`src/rtl/synth_prog_pkg.sv`:
```
package synth_prog_pkg;
  localparam int WORD_W = 24;
  localparam int SEL_W  = 2;
  localparam int REF_W  = 14;
  localparam int A_W    = 6;
  localparam int B_W    = 13;
  localparam int PAY_W  = WORD_W - SEL_W;
  localparam int A_LSB  = SEL_W;
  localparam int B_LSB  = A_LSB + A_W;

  typedef enum logic [SEL_W-1:0] {
    SEL_REF  = 2'b00,
    SEL_MAIN = 2'b01,
    SEL_FUNC = 2'b10,
    SEL_INIT = 2'b11
  } latch_sel_e;
endpackage

```
`src/rtl/synth_prog_sync.sv`:
```
module synth_prog_sync #(
  parameter int W      = 3,
  parameter int STAGES = 2
) (
  input  logic         clk_i,
  input  logic         rst_ni,
  input  logic [W-1:0] d_i,
  output logic [W-1:0] q_o
);
  logic [W-1:0] stage_q [STAGES];

  always_ff @(posedge clk_i or negedge rst_ni) begin
    if (!rst_ni) stage_q[0] <= '0;
    else         stage_q[0] <= d_i;
  end

  for (genvar s = 1; s < STAGES; s++) begin : g_stage
    always_ff @(posedge clk_i or negedge rst_ni) begin
      if (!rst_ni) stage_q[s] <= '0;
      else         stage_q[s] <= stage_q[s-1];
    end
  end

  assign q_o = stage_q[STAGES-1];
endmodule

```
`src/rtl/synth_prog_shift.sv`:
```
module synth_prog_shift
  import synth_prog_pkg::*;
(
  input  logic              clk_i,
  input  logic              rst_ni,
  input  logic              sclk_i,
  input  logic              sdata_i,
  output logic [WORD_W-1:0] word_o
);
  logic sclk_q;

  always_ff @(posedge clk_i or negedge rst_ni) begin
    if (!rst_ni) begin
      sclk_q <= 1'b0;
      word_o <= '0;
    end else begin
      sclk_q <= sclk_i;
      if (sclk_i && !sclk_q) word_o <= {word_o[WORD_W-2:0], sdata_i};
    end
  end
endmodule

```
`src/rtl/synth_prog_latches.sv`:
```
module synth_prog_latches
  import synth_prog_pkg::*;
(
  input  logic              clk_i,
  input  logic              rst_ni,
  input  logic              le_i,
  input  logic [WORD_W-1:0] word_i,
  output logic              le_rise_o,
  output logic [REF_W-1:0]  ref_ratio_o,
  output logic [A_W-1:0]    a_cnt_o,
  output logic [B_W-1:0]    b_cnt_o,
  output logic [PAY_W-1:0]  func_word_o,
  output logic [PAY_W-1:0]  init_word_o,
  output logic              ratio_err_o
);
  logic le_q;
  latch_sel_e sel;
  logic [REF_W-1:0] ratio_in;
  logic [PAY_W-1:0] payload;

  assign le_rise_o = le_i && !le_q;
  assign sel       = latch_sel_e'(word_i[SEL_W-1:0]);
  assign ratio_in  = word_i[SEL_W +: REF_W];
  assign payload   = word_i[WORD_W-1:SEL_W];

  always_ff @(posedge clk_i or negedge rst_ni) begin
    if (!rst_ni) begin
      le_q        <= 1'b0;
      ref_ratio_o <= '0;
      a_cnt_o     <= '0;
      b_cnt_o     <= '0;
      func_word_o <= '0;
      init_word_o <= '0;
      ratio_err_o <= 1'b0;
    end else begin
      le_q <= le_i;
      if (le_rise_o) begin
        unique case (sel)
          SEL_REF: begin
            if (ratio_in == '0) begin
              ratio_err_o <= 1'b1;   // illegal ratio, keep old value
            end else begin
              ref_ratio_o <= ratio_in;
              ratio_err_o <= 1'b0;
            end
          end
          SEL_MAIN: begin
            a_cnt_o <= word_i[A_LSB +: A_W];
            b_cnt_o <= word_i[B_LSB +: B_W];
          end
          SEL_FUNC: func_word_o <= payload;
          SEL_INIT: begin
            init_word_o <= payload;
            func_word_o <= payload;  // init also loads function latch
          end
          default: ;
        endcase
      end
    end
  end
endmodule

```
`src/rtl/synth_prog_rx.sv`:
```
module synth_prog_rx
  import synth_prog_pkg::*;
#(
  parameter int SYNC_STAGES = 2
) (
  input  logic             clk_i,
  input  logic             rst_ni,
  input  logic             sclk_i,
  input  logic             sdata_i,
  input  logic             le_i,
  output logic [REF_W-1:0] ref_ratio_o,
  output logic [A_W-1:0]   a_cnt_o,
  output logic [B_W-1:0]   b_cnt_o,
  output logic [PAY_W-1:0] func_word_o,
  output logic [PAY_W-1:0] init_word_o,
  output logic             ratio_err_o
);
  logic [2:0]        pins_s;
  logic [WORD_W-1:0] shift_word;
  logic              le_rise;

  synth_prog_sync #(.W(3), .STAGES(SYNC_STAGES)) u_sync (
    .clk_i (clk_i),
    .rst_ni(rst_ni),
    .d_i   ({le_i, sdata_i, sclk_i}),
    .q_o   (pins_s)
  );

  synth_prog_shift u_shift (
    .clk_i  (clk_i),
    .rst_ni (rst_ni),
    .sclk_i (pins_s[0]),
    .sdata_i(pins_s[1]),
    .word_o (shift_word)
  );

  synth_prog_latches u_latches (
    .clk_i      (clk_i),
    .rst_ni     (rst_ni),
    .le_i       (pins_s[2]),
    .word_i     (shift_word),
    .le_rise_o  (le_rise),
    .ref_ratio_o(ref_ratio_o),
    .a_cnt_o    (a_cnt_o),
    .b_cnt_o    (b_cnt_o),
    .func_word_o(func_word_o),
    .init_word_o(init_word_o),
    .ratio_err_o(ratio_err_o)
  );
endmodule

```
`config.mk`:
```
export PLATFORM = sky130hd
export DESIGN_NAME = synth_prog_rx
export DESIGN_NICKNAME = d
export VERILOG_FILES = /design/src/rtl/synth_prog_pkg.sv /design/src/rtl/synth_prog_sync.sv /design/src/rtl/synth_prog_shift.sv /design/src/rtl/synth_prog_latches.sv /design/src/rtl/synth_prog_rx.sv
export SDC_FILE = /design/constraint.sdc
export NUM_CORES = 1
export LEC_CHECK = 0
export BUFFER_PORTS_ARGS = -buffer_cell sky130_fd_sc_hd__buf_2
export CORE_MARGIN = 2
export CORE_UTILIZATION = 55
export DETAILED_ROUTE_END_ITERATION = 16
export PLACE_DENSITY = 0.88
export SETUP_SLACK_MARGIN = 0.1
export SLEW_MARGIN = 40
export SYNTH_ARGS = -nofsm -noshare
export SYNTH_HDL_FRONTEND = slang
export SYNTH_HIERARCHICAL = 1
export SYNTH_SLANG_ARGS = --single-unit
```
`constraint.sdc`:
```
create_clock -name clk_i -period 2.2 [get_ports clk_i]
set_clock_uncertainty 0.15 [all_clocks]
set_input_delay 0.22 -clock clk_i [delete_from_list [all_inputs] [get_ports clk_i]]
set_output_delay 0.22 -clock clk_i [all_outputs]
set_load 0.03 [all_outputs]
```
==> impl_metrics.ini, run 1 <==
[critical_path]
slowest_stage = dfrtp_1
cp_max_fo = 11
path_cells = nor4_4 > nand4_1 > o21ai_0
cp-end-kind = flop
critical_path.startpoint_type = flop
crit_family = simple AND/OR/NAND/NOR gates
crit_type = flop to flop
r2r_slack_ps = 350
worst-path-buf-inv = 0
worst_path_largest_cell_delay_ps = 480
worst_ep_required_time_ps = 2330
arrival_ps = 1980

[logic_synthesis]
ys_seq_area_frac = 0.6298
syn_area_per_cell_um2 = 16.01
ys.flop_type = dfrtp_1
async_reset_ff_frac = 1.000
synth-seq-cells = 110
synth-edff-count = 0
synthSimpleGateAreaFrac = 0.03664
synth_area_um2 = 4370
synthXorXnorAreaFrac = 0
synth_compound_area_frac = 0.01947
synth_top_family_by_area = multiplexers
synth_top_area_share = 0.6298
synthTopCellsByArea = dfrtp_1, mux2_2, mux2_4
netlist_instances = 273
synth_area_leader_cell = dfrtp_1
synth_adder_area_share = 0
synthMuxAreaShare = 0.2728
synth_cell_types = 25
yosysWarnings = 6
synthesis.nets = 278

[sta]
fin_crit_ps = 1849
rsz0062_at_grt = no
worstMarginPinSlew_ps = 773.6
fin_crit_sh = 0.8403
drv_slew = 0
setup_viol = 0
max_clock_freq_mhz = 540.9
relSlewSlack = 0.4770
hold_violations = 0
setup_ws_ps = 351.3
fin_setup_tns_ps = 0

[pwr]
leakagePower_nw = 2.726
power_density_nw_per_um2 = 1272
peakVddDrop_v = 0.0004030

[global_route]
grt.overflow.total = 0
grt_pass1_wl_mm = 13.23
grt_max_degree = 42
track_usage = 0.2006
antenna_found_initial = 0
grt_pass1_vias = 2540

[clocking]
h-tree-depth = 3
cts_setup_buffers = 0
clock_latency_ps = 370
numCtsBuffers = 9
cts_tree = done
cts_max_path_buffers = 2
clk_pin_slew_ps = 100
clock_sinks = 110
cts_root_buf = clkbuf_8
cts_hold_buf = 4
postCtsResizedCells = 0

[job]
max-cap-violations = 0

[floorplanning]
ios = 83
die_w_um = 93.14
start_util = 0.5656
dieArea_um2 = 8675
die_height_um = 93.14
row_count = 32
core_area_um2 = 7727

[drt]
dr.pass1.iters = 5
drc = 0
drt_wl_total_mm = 8.077
wire_per_inst_um = 17.08
drtAntennaViolNets = 0
viasPerCell = 5.235
vias = 2476
first_iter_violations = 66

[placed_design]
dp_slack_ps = 379.8
place.gp.congestion = 0.7240
io_buffers = 82
hpwlAfterDp_mm = 5.621

[worst_hold_path]
hold_class = flop to flop

[status]
status = complete, no violations

[final_layout]
final_util = 0.6635
drive_above_1_share = 0.5337
nets = 371
area_growth_pct = 17.32
insertedDiodeCount = 0
metal layers:
layer | track usage | vias up | wire length [um]
met1 | 0.2818 | 1271 | 3720
met5 | 0 | - | 0
met3 | 0.05318 | 8 | 467
met2 | 0.3062 | 66 | 3803
met4 | 0.06985 | 0 | 86
li1 | - | 1131 | -
synth_stat cells (3+ instances only):
library cell / n
dfrtp_1: 110
buf_6: 3
mux2_4: 30
nand2_1: 11
mux2_2: 57
mux2i_1: 10
o21ai_1: 4
o211ai_1: 4
nand3_1: 5
inv_1: 10
buf_2: 4
buf_4: 4
o21ai_0: 7
cells in the final DEF, fill, tap and decap left out:
master	n
dfrtp_1	110
buf_2	81
mux2_2	57
mux2_4	30
nand2_1	11
clkbuf_8	10
inv_1	10
mux2i_1	10
buf_4	9
o21ai_0	7
nand3_1	5
dlygate4sd3_1	4
o21ai_1	4
o211ai_1	4
buf_12	3
clkinv_2	2
nor4_1	2
inv_6	1
bufinv_16	1
clkinv_4	1
clkbuf_1	1
and2b_2	1
and3b_1	1
nor2_1	1
nor4_4	1
nand4_1	1
or4b_1	1
nor4b_1	1
nor2b_4	1
worst reg2reg max path, cell delays in order (launching register included):
cell,delay (ps)
dfrtp_1,480
nor4_4,410
nand4_1,430
o21ai_0,300
metrics by stage:
stage          cell area, um2  hold slack (ps)  instances  total power, W
3_3_place_gp             4888            80.49        453        0.005269
3_5_place_dp             4888            92.48        453        0.005367
6_report                 5127            207.9        473        0.006521
2_1_floorplan            4370           -225.6        273        0.004618
5_1_grt                  5127            223.6        473        0.006852
4_1_cts                  5127            209.3        473        0.006571
sequential cells by signal, indices dropped and copies added, names as in the netlist, 3 cells and up:
signal	count
u_shift/word_o	24
u_latches/func_word_o	22
u_latches/init_word_o	22
u_latches/ref_ratio_o	14
u_latches/b_cnt_o	13
u_latches/a_cnt_o	6
u_sync/q_o	3
u_sync/stage_q	3
cell families (layout without fill, tap and decap cells):
kind of cell           count (synthesis)  in the layout
AO/OA/AOI/OAI                         15             15
AND/OR/NAND/NOR                       26             26
buffers and inverters                 25            123
multiplexers                          97             97
flip-flops                           110            110
path summary, 6_finish.rpt:
check	start	end	cells after the start
worst max-delay path	u_shift/word_o[4]	u_latches/ref_ratio_o[12]	3
worst min-delay path	u_sync/stage_q[5]	u_sync/q_o[2]	0
worst max register to register	u_shift/word_o[4]	u_latches/ref_ratio_o[12]	3
worst min register to register	u_sync/stage_q[5]	u_sync/q_o[2]	0
max in group asynchronous	rst_ni	u_latches/init_word_o[16]	3
min in group asynchronous	rst_ni	u_latches/a_cnt_o[5]	2
cell type report:
cell class | instances | area [um2]
flip-flops and latches | 110 | 2753
fillers | 531 | 2600
inverters | 10 | 37.54
well taps | 102 | 127.6
clock inverters | 5 | 57.56
clock buffers | 11 | 141.4
repair buffers | 97 | 573.1
multi-input cells | 138 | 1438
report_power, final:
group	switching (W)	total [W]	internal (W)	leakage, nW
registers	0.000526	0.00309	0.00257	1.44
logic	0.00134	0.00222	0.000880	1.19
clock network	0.000649	0.00121	0.000561	0.104
(Power assumes the default switching activity.)
==> run 2: changes to the inputs <==
==> constraint.sdc (replaced) <==
create_clock -name clk_i -period 1.71 [get_ports clk_i]
set_clock_uncertainty 0.15 [all_clocks]
set_input_delay 0.171 -clock clk_i [delete_from_list [all_inputs] [get_ports clk_i]]
set_output_delay 0.171 -clock clk_i [all_outputs]
set_load 0.03 [all_outputs]
==> impl_metrics.ini, run 2 (synthesized netlist as in run 1, its figures left out) <==
[final_layout]
regMostFlops = u_shift/word_o
largest_register_ffs = 24
nets = 394
area_growth_pct = 24.96
drive_above_1_share = 0.5914
mostFrequentLayoutCell = dfrtp_1
fill_cells = 499
top_regs = u_shift/word_o x24, u_latches/func_word_o x22, u_latches/init_word_o x22
multi_input_comb_area_um2 = 1510
final_cell_mix = dfrtp_1, buf_2, mux2_2
insertedDiodeCount = 0
regArea_um2 = 2754

[drt]
wire_per_inst_um = 18.46
first_iter_violations = 132
viasPerCell = 5.355
vias = 2656
dr.pass1.iters = 4
drt_wl_total_mm = 9.154
drtAntennaViolNets = 0
drc = 0

[clocking]
cts_max_path_buffers = 2
clock_sinks = 110
h-tree-depth = 3
cts_tree = done
clock_latency_ps = 370
numCtsBuffers = 9
clk_pin_slew_ps = 110
cts_root_buf = clkbuf_8

[placed_design]
io_buffers = 82
dp_slack_ps = -8.331
hpwlAfterDp_mm = 5.906
place.gp.congestion = 0.7910

[sta]
relSlewSlack = 0.6449
worstMarginPinSlew_ps = 532.6
max_clock_freq_mhz = 569.6
fin_crit_ps = 1756
setup_ws_ps = -45.53
drv_slew = 0
setup_viol = 22
hold_violations = 0
fin_crit_sh = 1.027
whs_ps = 159.9
rsz0062_at_grt = yes

[global_route]
grt_use_met3 = 0.04271
track_usage = 0.2154
top_usage_layer = met2
antenna_found_initial = 0
grt.overflow.total = 0
grtUsageMet2 = 0.3466
grt_pass1_wl_mm = 14.26
grt_pass1_vias = 2729
grtUsageMet1 = 0.2972
grt_max_degree = 41

[floorplanning]
dieArea_um2 = 8675
row_count = 32
core_area_um2 = 7727
die_height_um = 93.14
ios = 83
start_util = 0.5656
die_w_um = 93.14

[pwr]
leakagePower_nw = 2.877
peakVddDrop_v = 0.0007507
power_density_nw_per_um2 = 1624

[critical_path]
cp_max_fo = 5
cp-end-kind = flop
crit_type = flop to flop
arrival_ps = 1860
worst_ep_required_time_ps = 1810
critical_path.startpoint_type = flop

[job]
max-cap-violations = 0

[worst_hold_path]
hold_class = input pin to asynchronous set/reset pin

[status]
violations = setup timing
status = finished with violations
-- run 2: worst max-delay path, cell delays in order (launching register included) --
cell	delay (ps)
dfrtp_1	420
and2b_2	260
and3b_2	330
clkbuf_16	200
mux2_4	290
-- run 2: final timing paths --
path | startpoint | to | slack, ps | cells past startpoint
worst max-delay path | u_latches/le_q | u_latches/b_cnt_o[11] | -50 | 4
worst min-delay path | rst_ni | u_latches/ref_ratio_o[4] | 160 | 2
max in group asynchronous | rst_ni | u_shift/word_o[6] | 630 | 3
worst max register to register | u_latches/le_q | u_latches/b_cnt_o[11] | -50 | 4
worst min register to register | u_sync/stage_q[4] | u_sync/q_o[1] | 210 | 0
min in group clk_i | u_sync/stage_q[4] | u_sync/q_o[1] | 210 | 0
-- run 2: layout make-up --
cell class                 count  area share
clock inverter                 7     0.01489
tap                          102     0.02337
timing repair buffer         120      0.1514
sequential                   110      0.5042
clock buffer                   9     0.02268
multi-input combinational    138      0.2765
inverter                      10    0.006873
-- run 2: layer usage --
metal,wire length (um),part of all wire
met3,470,0.051
met5,0,0
met4,99,0.011
met2,4461,0.49
met1,4122,0.45
-- run 2: timing repair --
action	in CTS	in global routing
hold endpoints to repair	39	0
gates resized for setup	24	20
hold buffers	4	0
pin swaps	1	3
setup buffers	1	3
cloned	2	3
setup endpoints to repair	33	55
-- run 2: per-stage QoR --
| stage | cell area [um2] | setup TNS (ps) | total power, W | utilization | cells |
|---|---|---|---|---|---|
| 2_1_floorplan | 4387 | 0 | 0.005945 | - | 273 |
| 3_3_place_gp | 4994 | 0 | 0.006944 | 0.6462 | 467 |
| 3_5_place_dp | 4994 | -8.331 | 0.007095 | 0.6462 | 467 |
| 4_1_cts | 5340 | 0 | 0.008781 | 0.6911 | 490 |
| 5_1_grt | 5461 | -1291 | 0.009285 | 0.7068 | 496 |
| 6_report | 5461 | -489.7 | 0.008872 | 0.7068 | 496 |
-- run 2: power breakdown --
| part | switching (W) | internal (W) | total (W) |
|---|---|---|---|
| combinational | 0.00202 | 0.00141 | 0.00343 |
| sequential | 0.000551 | 0.00331 | 0.00386 |
| clock | 0.000890 | 0.000695 | 0.00159 |
==> run 3: changes to the inputs <==
--- a/config.mk
+++ b/config.mk
@@ -5,11 +5,12 @@
 export SDC_FILE = /design/constraint.sdc
 export NUM_CORES = 1
 export LEC_CHECK = 0
+export ABC_AREA = 1
 export BUFFER_PORTS_ARGS = -buffer_cell sky130_fd_sc_hd__buf_2
 export CORE_MARGIN = 2
-export CORE_UTILIZATION = 55
+export CORE_UTILIZATION = 54
 export DETAILED_ROUTE_END_ITERATION = 16
-export PLACE_DENSITY = 0.88
+export PLACE_DENSITY = 0.87
 export SETUP_SLACK_MARGIN = 0.1
 export SLEW_MARGIN = 40
 export SYNTH_ARGS = -nofsm -noshare
==> impl_metrics.ini, run 3 <==
[logic_synthesis]
synth-seq-cells = 110
netlist_instances = 424
ys_top_cells_by_count = nand2_1, dfrtp_1, nand3_1
async_reset_ff_frac = 1.000
syn_area_per_cell_um2 = 9.989
synth-edff-count = 0
synthesis.nets = 429
synth_area_um2 = 4235
synth_top_area_share = 0.6499
synth_cell_types = 21
ys.flop_type = dfrtp_1
yosysMostFrequentCell = nand2_1
synth_area_leader_cell = dfrtp_1
yosysWarnings = 6
ys_seq_area_frac = 0.6499
synthTopCellsByArea = dfrtp_1, nand2_1, nand3_1

[final_layout]
final_cell_mix = nand2_1, dfrtp_1, buf_2
nets = 513
largest_register_ffs = 24
mostFrequentLayoutCell = nand2_1
area_growth_pct = 16.19
top_regs = u_shift/word_o x24, u_latches/func_word_o x22, u_latches/init_word_o x22
regMostFlops = u_shift/word_o
final_util = 0.6435
fill_cells = 611
insertedDiodeCount = 0
drive_above_1_share = 0.2320

[global_route]
grt.overflow.total = 0
grt_pass1_vias = 3027
track_usage = 0.2203
grt_max_degree = 45
antenna_found_initial = 0
grt_pass1_wl_mm = 14.81

[placed_design]
io_buffers = 82
hpwlAfterDp_mm = 5.963
dp_slack_ps = 167.0
place.gp.congestion = 0.8325

[sta]
setup_viol = 0
rsz0062_at_grt = yes
relSlewSlack = 0.6847
fin_crit_sh = 0.9060
drv_slew = 0
fin_crit_ps = 1549
hold_violations = 0
fin_setup_tns_ps = 0
worstMarginPinSlew_ps = 473.0
setup_ws_ps = 160.7
max_clock_freq_mhz = 645.4

[floorplanning]
ios = 83
core_area_um2 = 7647
row_count = 32
die_w_um = 92.56
start_util = 0.5538
dieArea_um2 = 8567
die_height_um = 92.56

[drt]
drt_wl_total_mm = 8.857
wire_per_inst_um = 14.40
viasPerCell = 5.236
vias = 3220
dr.pass1.iters = 5
drc = 0
drtAntennaViolNets = 0
first_iter_violations = 293

[clocking]
numCtsBuffers = 9
clk_pin_slew_ps = 100
cts_root_buf = clkbuf_8
cts_max_path_buffers = 2
clock_sinks = 110
h-tree-depth = 3
clock_latency_ps = 370
cts_tree = done

[critical_path]
path_cells = nor2_1 > nand2_1 > nor2_1 > nand2_4 > nand2_4 > nand2_1 > nand2_1
worst_ep_required_time_ps = 1870
worst-path-buf-inv = 0
critical_path.most_common_cell = nand2_1
worst_path_largest_cell_delay_ps = 460
arrival_ps = 1700
cp-end-kind = flop
crit_family = simple AND/OR/NAND/NOR gates
critical_path.startpoint_type = flop
crit_type = flop to flop
cp_max_fo = 17
slowest_stage = dfrtp_1

[worst_hold_path]
hold_class = input pin to asynchronous set/reset pin

[status]
status = complete, no violations

[pwr]
power_density_nw_per_um2 = 1288
leakagePower_nw = 2.649
peakVddDrop_v = 0.0008349

[job]
max-cap-violations = 0
run 3: metrics by stage:
step / power, W / instances / hold slack, ps / cell area [um2]
floorplan: 0.004404 / 424 / -274.6 / 4235
global placement: 0.004888 / 591 / -28.86 / 4671
detailed placement: 0.004949 / 591 / -23.18 / 4671
CTS: 0.006337 / 611 / 116.2 / 4880
global route: 0.006691 / 615 / 142.7 / 4921
finish: 0.006339 / 615 / 115.9 / 4921
run 3: path summary, 6_finish.rpt:
| check | depth (start not counted) | slack [ps] | start | endpoint |
|---|---|---|---|---|
| max reg2reg | 7 | 160 | u_shift/word_o[9] | u_latches/ref_ratio_o[13] |
| min in group clk_i | 0 | 210 | u_sync/stage_q[4] | u_sync/q_o[1] |
| min | 2 | 120 | rst_ni | u_sync/stage_q[3] |
| max | 7 | 160 | u_shift/word_o[9] | u_latches/ref_ratio_o[13] |
| min reg2reg | 0 | 210 | u_sync/stage_q[4] | u_sync/q_o[1] |
| max in group asynchronous | 3 | 730 | rst_ni | u_latches/a_cnt_o[0] |
run 3: final cells by class:
cell class,instances,area [um2],share of cell area
clock buffers,13,148.9,0.03026
clock inverters,3,20.02,0.004068
inverters,27,106.4,0.02161
multi-input cells,263,1180,0.2398
flip-flops and latches,110,2753,0.5594
well taps,102,127.6,0.02593
repair buffers,97,585.6,0.1190
run 3: timing repair:
item / CTS / global route
setup endpoints to repair: 0 / 36
resized for setup: 0 / 4
buffers inserted: 0 / 3
hold endpoints to repair: 113 / 0
hold buffers: 4 / 0
run 3: where the power goes:
group	switching [W]	internal, W	leakage (nW)
registers	0.000284	0.00297	1.49
logic	0.00123	0.000463	1.08
clock network	0.000817	0.000570	0.0796
run 3: routing by layer:
| layer | up-vias | part of all wire | track usage |
|---|---|---|---|
| met1 | 1549 | 0.45 | 0.3200 |
| met2 | 134 | 0.46 | 0.3291 |
| li1 | 1520 | - | - |
| met5 | - | 0 | 0 |
| met4 | 0 | 0.025 | 0.09701 |
| met3 | 17 | 0.065 | 0.03906 |
run 3: kinds of logic after synthesis:
family | count (synthesis) | share of synthesized area
compound gates | 64 | 0.07563
buf+inv | 52 | 0.07533
flops | 110 | 0.6499
simple gates | 198 | 0.1991
